--- config.mk ---
export PLATFORM = sky130hd
export DESIGN_NAME = can_rx_store
export DESIGN_NICKNAME = d
export VERILOG_FILES = /design/src/rtl/can_rxs_pkg.sv /design/src/rtl/rxs_ram.sv /design/src/rtl/rxs_wr_ctrl.sv /design/src/rtl/rxs_len_fifo.sv /design/src/rtl/can_rx_store.sv
export SDC_FILE = /design/constraint.sdc
export NUM_CORES = 1
export LEC_CHECK = 0
export BUFFER_PORTS_ARGS = -buffer_cell sky130_fd_sc_hd__buf_2
export CAP_MARGIN = 25
export CORE_ASPECT_RATIO = 2
export CORE_MARGIN = 5
export CORE_UTILIZATION = 40
export CTS_CLUSTER_DIAMETER = 50
export DETAILED_ROUTE_END_ITERATION = 16
export HOLD_SLACK_MARGIN = 0.02
export PLACE_DENSITY_LB_ADDON = 0.12
export SLEW_MARGIN = 20
export SYNTH_ARGS = -nofsm -noshare
export SYNTH_HDL_FRONTEND = slang
export SYNTH_HIERARCHICAL = 1
export SYNTH_SLANG_ARGS = --single-unit
--- constraint.sdc ---
create_clock -name clk -period 3.25 [get_ports clk]
set_input_delay 0.1625 -clock clk [delete_from_list [all_inputs] [get_ports clk]]
set_output_delay 0.1625 -clock clk [all_outputs]
set_load 0.05 [all_outputs]
--- src/rtl/can_rxs_pkg.sv ---
package can_rxs_pkg;
  localparam int BYTE_W    = 8;
  localparam int LEN_W     = 4;
  localparam int STD_HDR   = 3;
  localparam int EXT_HDR   = 5;
  localparam int MAX_DATA  = 8;
  localparam int MIN_FRAME = STD_HDR;
  localparam int MAX_FRAME = EXT_HDR + MAX_DATA;
  localparam int EXT_BIT   = 7;
  localparam int RTR_BIT   = 6;

  typedef logic [BYTE_W-1:0] byte_t;
  typedef logic [LEN_W-1:0]  flen_t;

  // Bytes a frame occupies in the store, derived from its info byte.
  function automatic flen_t frame_len(input byte_t info);
    flen_t hdr;
    flen_t dat;
    hdr = info[EXT_BIT] ? flen_t'(EXT_HDR) : flen_t'(STD_HDR);
    if (info[RTR_BIT])
      dat = '0;
    else if (info[3:0] > 4'(MAX_DATA))
      dat = flen_t'(MAX_DATA);
    else
      dat = info[3:0];
    return hdr + dat;
  endfunction
endpackage

--- src/rtl/rxs_ram.sv ---
module rxs_ram #(
  parameter int DEPTH = 64,
  parameter int DW    = 8,
  localparam int AW   = $clog2(DEPTH)
) (
  input  logic          clk,
  input  logic          we,
  input  logic [AW-1:0] waddr,
  input  logic [DW-1:0] wdata,
  input  logic [AW-1:0] raddr,
  output logic [DW-1:0] rdata
);
  logic [DW-1:0] mem [DEPTH];

  // One write port, one registered read port (read-old on collision).
  always_ff @(posedge clk) begin
    if (we) mem[waddr] <= wdata;
    rdata <= mem[raddr];
  end
endmodule

--- src/rtl/rxs_wr_ctrl.sv ---
module rxs_wr_ctrl
  import can_rxs_pkg::*;
#(
  parameter int DEPTH  = 64,
  localparam int AW    = $clog2(DEPTH),
  localparam int CNT_W = $clog2(DEPTH + 1)
) (
  input  logic             clk,
  input  logic             rst,
  input  logic             hold,
  input  logic             wr_valid,
  input  logic             wr_sof,
  input  byte_t            wr_data,
  input  logic             wr_end,
  input  logic             wr_keep,
  input  logic [CNT_W-1:0] free_bytes,
  output logic             ram_we,
  output logic [AW-1:0]    ram_waddr,
  output byte_t            ram_wdata,
  output logic             commit,
  output flen_t            commit_len,
  output logic             drop_evt
);
  logic          active_q;
  logic          drop_q;
  flen_t         need_q;
  flen_t         idx_q;
  logic [AW-1:0] wptr_q;

  flen_t sof_need;
  logic  sof_fit;
  logic  take_sof;
  logic  take_body;

  always_comb begin
    sof_need   = frame_len(wr_data);
    sof_fit    = CNT_W'(sof_need) <= free_bytes;
    take_sof   = !hold && wr_valid && wr_sof;
    take_body  = !hold && wr_valid && !wr_sof && active_q && !drop_q && (idx_q < need_q);
    ram_we     = (take_sof && sof_fit) || take_body;
    ram_waddr  = take_sof ? wptr_q : wptr_q + AW'(idx_q);
    ram_wdata  = wr_data;
    commit     = !hold && wr_end && active_q && wr_keep && !drop_q;
    drop_evt   = !hold && wr_end && active_q && wr_keep && drop_q;
    commit_len = need_q;
  end

  always_ff @(posedge clk) begin
    if (rst || hold) begin
      active_q <= 1'b0;
      drop_q   <= 1'b0;
      need_q   <= '0;
      idx_q    <= '0;
      wptr_q   <= '0;
    end else begin
      if (take_sof) begin
        active_q <= 1'b1;
        drop_q   <= !sof_fit;
        need_q   <= sof_need;
        idx_q    <= flen_t'(1);
      end else if (wr_valid && active_q && idx_q < flen_t'(MAX_FRAME)) begin
        idx_q <= idx_q + flen_t'(1);
      end
      if (wr_end) active_q <= 1'b0;
      if (commit) wptr_q <= wptr_q + AW'(need_q);
    end
  end
endmodule

--- src/rtl/rxs_len_fifo.sv ---
module rxs_len_fifo
  import can_rxs_pkg::*;
#(
  parameter int SLOTS = 21,
  localparam int IW   = $clog2(SLOTS),
  localparam int CW   = $clog2(SLOTS + 1)
) (
  input  logic          clk,
  input  logic          rst,
  input  logic          hold,
  input  logic          push,
  input  flen_t         push_len,
  input  logic          pop_req,
  output flen_t         head_len,
  output logic          pop_ok,
  output logic [CW-1:0] count,
  output logic [CW-1:0] count_next
);
  flen_t         slot_q [SLOTS];
  logic [IW-1:0] hd_q;
  logic [IW-1:0] tl_q;
  logic [CW-1:0] cnt_q;
  logic          do_push;

  function automatic logic [IW-1:0] step(input logic [IW-1:0] i);
    return (i == IW'(SLOTS - 1)) ? '0 : i + IW'(1);
  endfunction

  always_comb begin
    pop_ok     = pop_req && !hold && (cnt_q != '0);
    do_push    = push && !hold && ((cnt_q != CW'(SLOTS)) || pop_ok);
    head_len   = slot_q[hd_q];
    count_next = hold ? '0 : cnt_q + CW'(do_push) - CW'(pop_ok);
    count      = cnt_q;
  end

  always_ff @(posedge clk) begin
    if (do_push) slot_q[tl_q] <= push_len;
  end

  always_ff @(posedge clk) begin
    if (rst || hold) begin
      hd_q  <= '0;
      tl_q  <= '0;
      cnt_q <= '0;
    end else begin
      if (do_push) tl_q <= step(tl_q);
      if (pop_ok)  hd_q <= step(hd_q);
      cnt_q <= count_next;
    end
  end
endmodule

--- src/rtl/can_rx_store.sv ---
module can_rx_store
  import can_rxs_pkg::*;
#(
  parameter int DEPTH    = 64,
  parameter int ADDR_W   = 5,
  parameter int WIN_BASE = 16,
  localparam int PTR_W   = $clog2(DEPTH),
  localparam int CNT_W   = $clog2(DEPTH + 1),
  localparam int SLOTS   = DEPTH / MIN_FRAME,
  localparam int MSG_W   = $clog2(SLOTS + 1)
) (
  input  logic              clk,
  input  logic              rst,
  input  logic              ctl_hold,
  input  logic              wr_valid,
  input  logic              wr_sof,
  input  logic [7:0]        wr_data,
  input  logic              wr_end,
  input  logic              wr_keep,
  input  logic [ADDR_W-1:0] rd_addr,
  output logic [7:0]        rd_data,
  input  logic              cmd_release,
  input  logic              cmd_clr_ovr,
  input  logic              rx_int_en,
  output logic [MSG_W-1:0]  msg_count,
  output logic              buf_status,
  output logic              overrun,
  output logic              rx_int
);
  localparam int WIN_LEN = MAX_FRAME;

  logic [PTR_W-1:0]  rptr_q;
  logic [CNT_W-1:0]  used_q;
  logic [CNT_W-1:0]  used_next;
  logic [CNT_W-1:0]  free_bytes;
  logic              buf_status_q;
  logic              overrun_q;
  logic              win_q;

  logic              ram_we;
  logic [PTR_W-1:0]  ram_waddr;
  byte_t             ram_wdata;
  logic [PTR_W-1:0]  ram_raddr;
  byte_t             ram_rdata;
  logic              commit;
  flen_t             commit_len;
  logic              drop_evt;
  flen_t             head_len;
  logic              pop_ok;
  logic [MSG_W-1:0]  cnt;
  logic [MSG_W-1:0]  cnt_next;
  logic [ADDR_W-1:0] rd_off;
  logic              in_win;

  rxs_wr_ctrl #(.DEPTH(DEPTH)) u_wr (
    .clk(clk), .rst(rst), .hold(ctl_hold),
    .wr_valid(wr_valid), .wr_sof(wr_sof), .wr_data(wr_data),
    .wr_end(wr_end), .wr_keep(wr_keep), .free_bytes(free_bytes),
    .ram_we(ram_we), .ram_waddr(ram_waddr), .ram_wdata(ram_wdata),
    .commit(commit), .commit_len(commit_len), .drop_evt(drop_evt)
  );

  rxs_ram #(.DEPTH(DEPTH), .DW(BYTE_W)) u_ram (
    .clk(clk), .we(ram_we), .waddr(ram_waddr), .wdata(ram_wdata),
    .raddr(ram_raddr), .rdata(ram_rdata)
  );

  rxs_len_fifo #(.SLOTS(SLOTS)) u_len (
    .clk(clk), .rst(rst), .hold(ctl_hold),
    .push(commit), .push_len(commit_len), .pop_req(cmd_release),
    .head_len(head_len), .pop_ok(pop_ok),
    .count(cnt), .count_next(cnt_next)
  );

  // Host window onto the oldest frame.
  always_comb begin
    rd_off    = rd_addr - ADDR_W'(WIN_BASE);
    in_win    = (rd_addr >= ADDR_W'(WIN_BASE)) && (rd_off < ADDR_W'(WIN_LEN));
    ram_raddr = rptr_q + PTR_W'(rd_off);
  end

  // Occupancy bookkeeping.
  always_comb begin
    free_bytes = CNT_W'(DEPTH) - used_q;
    used_next  = used_q
               + (commit ? CNT_W'(commit_len) : '0)
               - (pop_ok ? CNT_W'(head_len)   : '0);
  end

  always_ff @(posedge clk) begin
    if (rst) win_q <= 1'b0;
    else     win_q <= in_win;
  end

  always_ff @(posedge clk) begin
    if (rst || ctl_hold) begin
      rptr_q       <= '0;
      used_q       <= '0;
      buf_status_q <= 1'b0;
      overrun_q    <= 1'b0;
    end else begin
      used_q       <= used_next;
      buf_status_q <= (cnt_next != '0);
      if (pop_ok) rptr_q <= rptr_q + PTR_W'(head_len);
      if (drop_evt)         overrun_q <= 1'b1;
      else if (cmd_clr_ovr) overrun_q <= 1'b0;
    end
  end

  assign rd_data    = win_q ? ram_rdata : '0;
  assign msg_count  = cnt;
  assign buf_status = buf_status_q;
  assign overrun    = overrun_q;
  assign rx_int     = buf_status_q && rx_int_en;
endmodule

==> summary.txt, run 1 <==
Outcome
  • Status: complete, no violations

Synth
  • Synth top cells by count: edfxtp_1, nor2_1, mux4_2
  • Cell taking the most area after synthesis: edfxtp_1
  • Number of synthesized flops with an enable pin: 596
  • Post-synthesis sequential area ratio: 0.694
  • Most numerous cell in the Yosys netlist: edfxtp_1
  • Synth unique cells: 82
  • Ranking of synthesized cells by area: edfxtp_1, mux4_2, dfxtp_1, ha_1, mux2i_1
  • Syn_nets: 1,678
  • Synth Cell Area: 27,500 um2
  • Synthesis Warnings: 6
  • #FFs+latches synth: 656
  • Ys flop type: edfxtp_1
  • Area share of the leading cell type in the synthesized netlist: 0.650
  • Syn Inst Count: 1,596
  • Ys async rst share: 0
  • Syn avg cell area: 17.3 um2

Cells and area
  • Fillers: 5,858
  • Nets: 1,922
  • Fin cells: 2,786
  • Share of layout cells above drive strength 1: 0.306
  • Reg area: 19,100 um2
  • Area delta synth->final: 18.4%
  • Multi-input gate area: 8040 um2
  • Antenna Cells: 0

Critical path
  • CP required: 3.72 ns
  • Slowest cell on crit path: fa_1
  • Critical path's most frequent cell: o211ai_1
  • Crit path DAT: 3.72 ns
  • Critical path buffers and inverters: 2
  • CP delay by family, top: adder cells
  • CP endpoint kind: register
  • Startpoint type of the worst setup path: register
  • Worst-path fanout max: 4
  • Crit path cell chain: mux4_2, mux2_4, nand2_2, o211ai_1, buf_4, and2_4, fa_1, inv_2, fa_2, a211oi_2, nor2_2, a31oi_1, o211ai_1
  • Worst R2R Setup Slack: 0.005 ns
  • WS Path Type: reg2reg
  • Max incr delay on CP: 0.52 ns

Power
  • Sw Pwr: 4.18 mW
  • Share of power burned in the clock network: 0.396
  • Cell-internal power: 14.1 mW
  • Leakage power: 10.9 nW
  • Logic pwr share: 0.098
  • Switching Share: 0.228
  • Peak supply drop: 0.407 mV
  • Power Density: 562 nW/um2
  • Reg power frac: 0.506

CTS
  • CTS root buf: clkbuf_16
  • Clk buf depth: 3
  • Htree depth: 2
  • Clk sinks: 656
  • Worst-Skew Late Latency: 0.62 ns
  • CTS buffer count: 58
  • Clk slew on worst S/H paths: 0.06 ns
  • CTS tree: yes

Routing
  • DRT antenna net count: 0
  • Drt total wl: 70,600 um
  • DR vias: 14.8k
  • Via/cell ratio: 5.32
  • Routed len/inst: 25.3 um
  • Drt first pass iters: 5
  • Initial DRC Count: 971
  • Drt drc: 0

Global route
  • Vias in the first global route: 16.0k
  • First-pass GRT wire length: 104,000 um
  • Largest net degree at the start of global routing: 65
  • Initial antenna violation count: 1
  • Gr ovfl total: 0
  • Overall Global Routing Usage: 0.188

STA
  • Unrepaired setup endpoints after global routing: yes
  • Headroom to the max-slew limit: 0.440
  • Tmin final: 3.24 ns
  • Worst Tran Pin Value: 0.841 ns
  • Fmax: 0.308 GHz
  • Fin worst setup slack: 0.00526 ns
  • Post-route clock skew: 0.0310 ns
  • Final worst path period share: 0.998
  • Slew Limit Fails: 0
  • Hold slack: 0.0631 ns
  • Hold violation count in the final report: 0
  • Setup violators final: 0

Floorplanning
  • Die X: 196 um
  • Die area: 74,500 um2
  • I/O pin count: 39
  • Row cnt: 136
  • Initial core utilization: 0.402
  • Chip Height: 381 um
  • CORE AREA: 68,600 um2

Place
  • Worst slack at placement: -0.487 ns
  • Placed cell count: 2,664
  • DP Wirelength: 49,500 um
  • PortBufs: 38
  • GP Congestion: 0.815

Worst hold path
  • Hold Path Origin: cmd_release
  • Hold Path Class: in2reg

Job
  • Max-Cap Viols: 0
worst reg2reg max path, delay by kind of cell (launching register included):
family,cells,cell delay (ns)
simple gates,3,0.30
mux,2,0.77
compound gates,4,0.51
buf+inv,2,0.23
fa+ha+maj,2,0.93
flops,1,0.38
layer usage:
metal  track usage  routed length [um]  vias to the layer above
li1              -                   -                     6749
met1         0.193               24000                     7738
met2         0.383               42100                      228
met3        0.0188                1750                      105
met4        0.0677                2720                        2
met5             0                  13                        -
logic make-up after synthesis:
kind of cell / count (synthesis) / synth area share
buffers and inverters: 131 / 0.0250
multiplexers: 211 / 0.137
AO/OA/AOI/OAI: 147 / 0.0392
adder cells (fa/ha/maj): 59 / 0.0295
flip-flops: 656 / 0.694
AND/OR/NAND/NOR: 360 / 0.0658
XOR/XNOR: 32 / 0.0102
registers in the layout, summed over array words and instances, names as in the netlist, named ones only:
signal and flops:
u_wr/active_q 1, u_ram/mem 512, used_q 7, u_wr/commit_len 4, win_q 1, buf_status 1
u_ram/rdata 8, u_wr/idx_q 4, u_len/tl_q 5, u_wr/drop_q 1, rptr_q 6, u_wr/wptr_q 6
u_len/count 5, u_len/hd_q 5, overrun 1, u_len/slot_q 84
final timing paths:
path,to,cells after the start
worst min-delay path,register,3
worst max register to register,used_q[6],13
worst max-delay path,used_q[6],13
worst min register to register,overrun,2
metrics by stage:
| step | setup TNS, ns | area, um2 | utilization | total power, mW |
|---|---|---|---|---|
| 3_3_place_gp | -143.10 | 30300 | 0.441 | 11.2 |
| 5_1_grt | -0.268 | 32600 | 0.475 | 19.0 |
| 4_1_cts | -0.876 | 32400 | 0.472 | 18.5 |
| 6_report | 0 | 32600 | 0.475 | 18.3 |
| 2_1_floorplan | -7.86 | 27600 | - | 10.5 |
| 3_5_place_dp | -201.20 | 30300 | 0.441 | 11.2 |
layout by cell type, fill, tap and decap left out, drive strengths merged, types with 19 or more instances in the layout:
cell    netlist  routed
nor2b        28      28
a21oi        24      24
buf          53     253
and2         19      19
nand3        29      29
ha           49      49
edfxtp      596     596
dfxtp        60      60
nor3         19      19
xnor2        22      22
mux2i        60      60
nor2        149     149
clkinv        0      24
nand2        57      57
clkbuf       22      69
mux4        130     130
mux2         21      21
inv          56      59
final cells by class:
class,instances,area share
sequential,656,0.587
multi-input combinational,809,0.247
timing repair buffer,259,0.0649
clock buffer,69,0.0464
tap,897,0.0344
clock inverter,40,0.0145
inverter,56,0.00660
power groups by stage:
stage | clock network [mW] | registers [mW] | logic (mW)
after floorplan | 0 | 9.47 | 1.06
after global placement | 0 | 9.45 | 1.72
after detailed placement | 0 | 9.45 | 1.74
after CTS | 7.44 | 9.27 | 1.77
after global routing | 7.79 | 9.27 | 1.92
final | 7.25 | 9.27 | 1.80
repair_timing:
item / 4_1_cts / 5_1_grt
endpoints found under the hold margin: 9 / 0
setup buffers: 1 / 6
gates resized for setup: 14 / 51
hold buffers: 6 / 0
setup endpoints to repair: 84 / 520
pin swaps: 6 / 13
(Power assumes the default switching activity.)
==> run 2: changes to the inputs <==
--- a/config.mk
+++ b/config.mk
@@ -12,7 +12,8 @@
 export CORE_UTILIZATION = 40
 export CTS_CLUSTER_DIAMETER = 50
 export DETAILED_ROUTE_END_ITERATION = 16
-export HOLD_SLACK_MARGIN = 0.02
+export GPL_ROUTABILITY_DRIVEN = 0
+export HOLD_SLACK_MARGIN = 0.15
 export PLACE_DENSITY_LB_ADDON = 0.12
 export SLEW_MARGIN = 20
 export SYNTH_ARGS = -nofsm -noshare
==> constraint.sdc (replaced) <==
create_clock -name clk -period 3.25 [get_ports clk]
set_input_delay 0.1625 -clock clk [delete_from_list [all_inputs] [get_ports clk]]
set_output_delay 0.1625 -clock clk [all_outputs]
set_load 0.02 [all_outputs]
==> run 2 against run 1 <==
Against the previous run:
- wire length is 2.3% higher
- combinational power decreased by 2%
- fmax grew 0.11%
- critical path type unchanged
- largest cell class unchanged
==> summary.txt, run 2 (same netlist as run 1, synthesis figures left out) <==
Outcome
  • Status: complete, no violations

Global route
  • Overall Global Routing Usage: 0.192 (+0.00400)
  • Gr ovfl total: 0 (unchanged)
  • Initial antenna violation count: 0 (-1)
  • First-pass GRT wire length: 106,000 um (+1.3%)
  • Vias in the first global route: 16.1k (+0.66%)
  • Largest net degree at the start of global routing: 65 (unchanged)

Place
  • Post-DP Area: 30,200 um2 (-0.25%)
  • DP Wirelength: 51,200 um (+3.3%)
  • PortBufs: 38 (unchanged)

STA
  • Worst Tran Pin Value: 0.895 ns (+0.0541 ns)
  • Post-route clock skew: 0.0208 ns (-0.0102 ns)
  • Unrepaired setup endpoints after global routing: yes
  • Final worst path period share: 0.997 (-0.00110)
  • Tmin final: 3.24 ns (-0.00358 ns)
  • Slew Limit Fails: 0 (unchanged)
  • Fmax: 0.309 GHz (+0.11%)
  • Setup violators final: 0 (unchanged)
  • Headroom to the max-slew limit: 0.404 (-0.0360)
  • Sum Neg Setup Slack: 0 ns (unchanged)
  • Hold violation count in the final report: 0 (unchanged)

Routing
  • Via/cell ratio: 5.35 (+0.47%)
  • Drt total wl: 72,200 um (+2.3%)
  • Routed len/inst: 25.9 um (+2.0%)
  • Initial DRC Count: 872 (-10%)
  • Drt first pass iters: 4 (-1)
  • DRT antenna net count: 0 (unchanged)
  • Drt drc: 0 (unchanged)
  • DR vias: 14.9k (+0.69%)

CTS
  • Htree depth: 2 (unchanged)
  • Clk buf depth: 3 (unchanged)
  • CTS buffer count: 57 (-1.7%)
  • Clk slew on worst S/H paths: 0.07 ns (about the same)
  • CTS tree: yes
  • Worst-Skew Late Latency: 0.63 ns (about the same)
  • Clk sinks: 656 (unchanged)
  • CTS root buf: clkbuf_16

Floorplanning
  • Die X: 196 um (unchanged)
  • I/O pin count: 39 (unchanged)
  • Chip Height: 381 um (unchanged)
  • Row cnt: 136 (unchanged)
  • CORE AREA: 68,600 um2 (unchanged)
  • Die area: 74,500 um2 (unchanged)
  • Initial core utilization: 0.402 (unchanged)

Critical path
  • WS Path Type: reg2reg
  • CP required: 3.78 ns (+0.06 ns)
  • CP endpoint kind: register
  • Crit path DAT: 3.77 ns (+0.05 ns)
  • Worst-path fanout max: 5 (+1)
  • Startpoint type of the worst setup path: register

Job
  • Max-Cap Viols: 0 (unchanged)

Cells and area
  • Area delta synth->final: 18.2%
  • Final instance area: 32,500 um2 (-0.14%)
  • Core Util, Final: 0.475 (-0.000657)
  • Share of layout cells above drive strength 1: 0.308 (+0.00220)
  • Most flops, register: u_ram/mem
  • Antenna Cells: 0 (unchanged)
  • Reg area: 19,100 um2 (about the same)
  • Largest regs: u_ram/mem: 512 flops, u_len/slot_q: 84 flops, u_ram/rdata: 8 flops
  • Fillers: 5,828 (-0.51%)
  • Nets: 1,930 (+0.42%)
  • Max reg flops: 512 (unchanged)
  • Commonest non-fill, non-tap cell in the layout: edfxtp_1
  • Multi-input gate area: 8010 um2 (-0.37%)
  • Most frequent cells in the layout: edfxtp_1, buf_4, nor2_1, mux4_2, clkbuf_16

Worst hold path
  • Hold Path Class: in2reg

Power
  • Leakage power: 10.9 nW (-0.18%)
  • Peak supply drop: 0.395 mV (-3.0%)
  • Power Density: 552 nW/um2 (-1.7%)
## run 2: cell count changes in the layout (fill, tap and decap cells not counted), moves of 4 or more
cell           change
dlygate4sd3_1     +10
clkinv_2           +8
clkinv_1           -7
bufinv_16          -4
dfxtp_1            +4
nand2_1            -4
nand2_2            +4
## run 2: where the power goes
group / switching (mW) / leakage, nW / internal [mW]
sequential: 0.0328 / 5.79 / 9.24
combinational: 1.00 / 4.14 / 0.761
clock: 3.10 / 0.933 / 3.84
## run 2: worst paths after layout
check	startpoint	endpoint	slack, ns	cells past startpoint
max	register	used_q[5]	0.009	12
min	wr_keep	u_wr/wptr_q[3]	0.19	5
max reg2reg	register	used_q[5]	0.009	12
min reg2reg	rptr_q[5]	rptr_q[5]	0.52	2
## run 2: worst max-delay path: stages (launching register included)
cell and delay (ns):
dfxtp_4 0.37, buf_4 0.11, mux4_2 0.47, mux2_2 0.27
nand2_1 0.07, o211ai_1 0.08, buf_4 0.16, and2_1 0.15
fa_1 0.51, inv_1 0.05, ha_2 0.21, or4_1 0.53
o211ai_1 0.19
## run 2: final cells by class
cell class                      instances  area share
Timing Repair Buffer                  268      0.0672
Clock buffer                           68      0.0467
Multi-Input combinational cell        809       0.246
Clock inverter                         38      0.0120
Sequential cell                       656       0.587
Inverter                               56     0.00653
Tap cell                              897      0.0345
## run 2: per-stage QoR
step                      setup slack, ns  total power [mW]  hold slack, ns  std cells
final                             0.00884              18.0           0.186       2792
after floorplan                   -0.0655              10.5           0.234       1596
after global routing               -0.154              18.6           0.211       2792
after global placement             -0.228              11.2           0.387       2659
after CTS                         -0.0390              18.2           0.154       2784
after detailed placement           -0.300              11.2           0.392       2659
## run 2: per-layer routing
layer | wire length (um) | GRT usage
met2 | 42800 | 0.391
met4 | 3200 | 0.0778
met3 | 2040 | 0.0201
met5 | 0 | 0
met1 | 24200 | 0.192
## run 2: what timing repair did
action	in CTS	in global routing
gates resized for setup	17	47
setup endpoints to repair	17	406
pin swaps	4	18
endpoints found under the hold margin	41	0
hold buffers	16	0
setup buffers	3	8
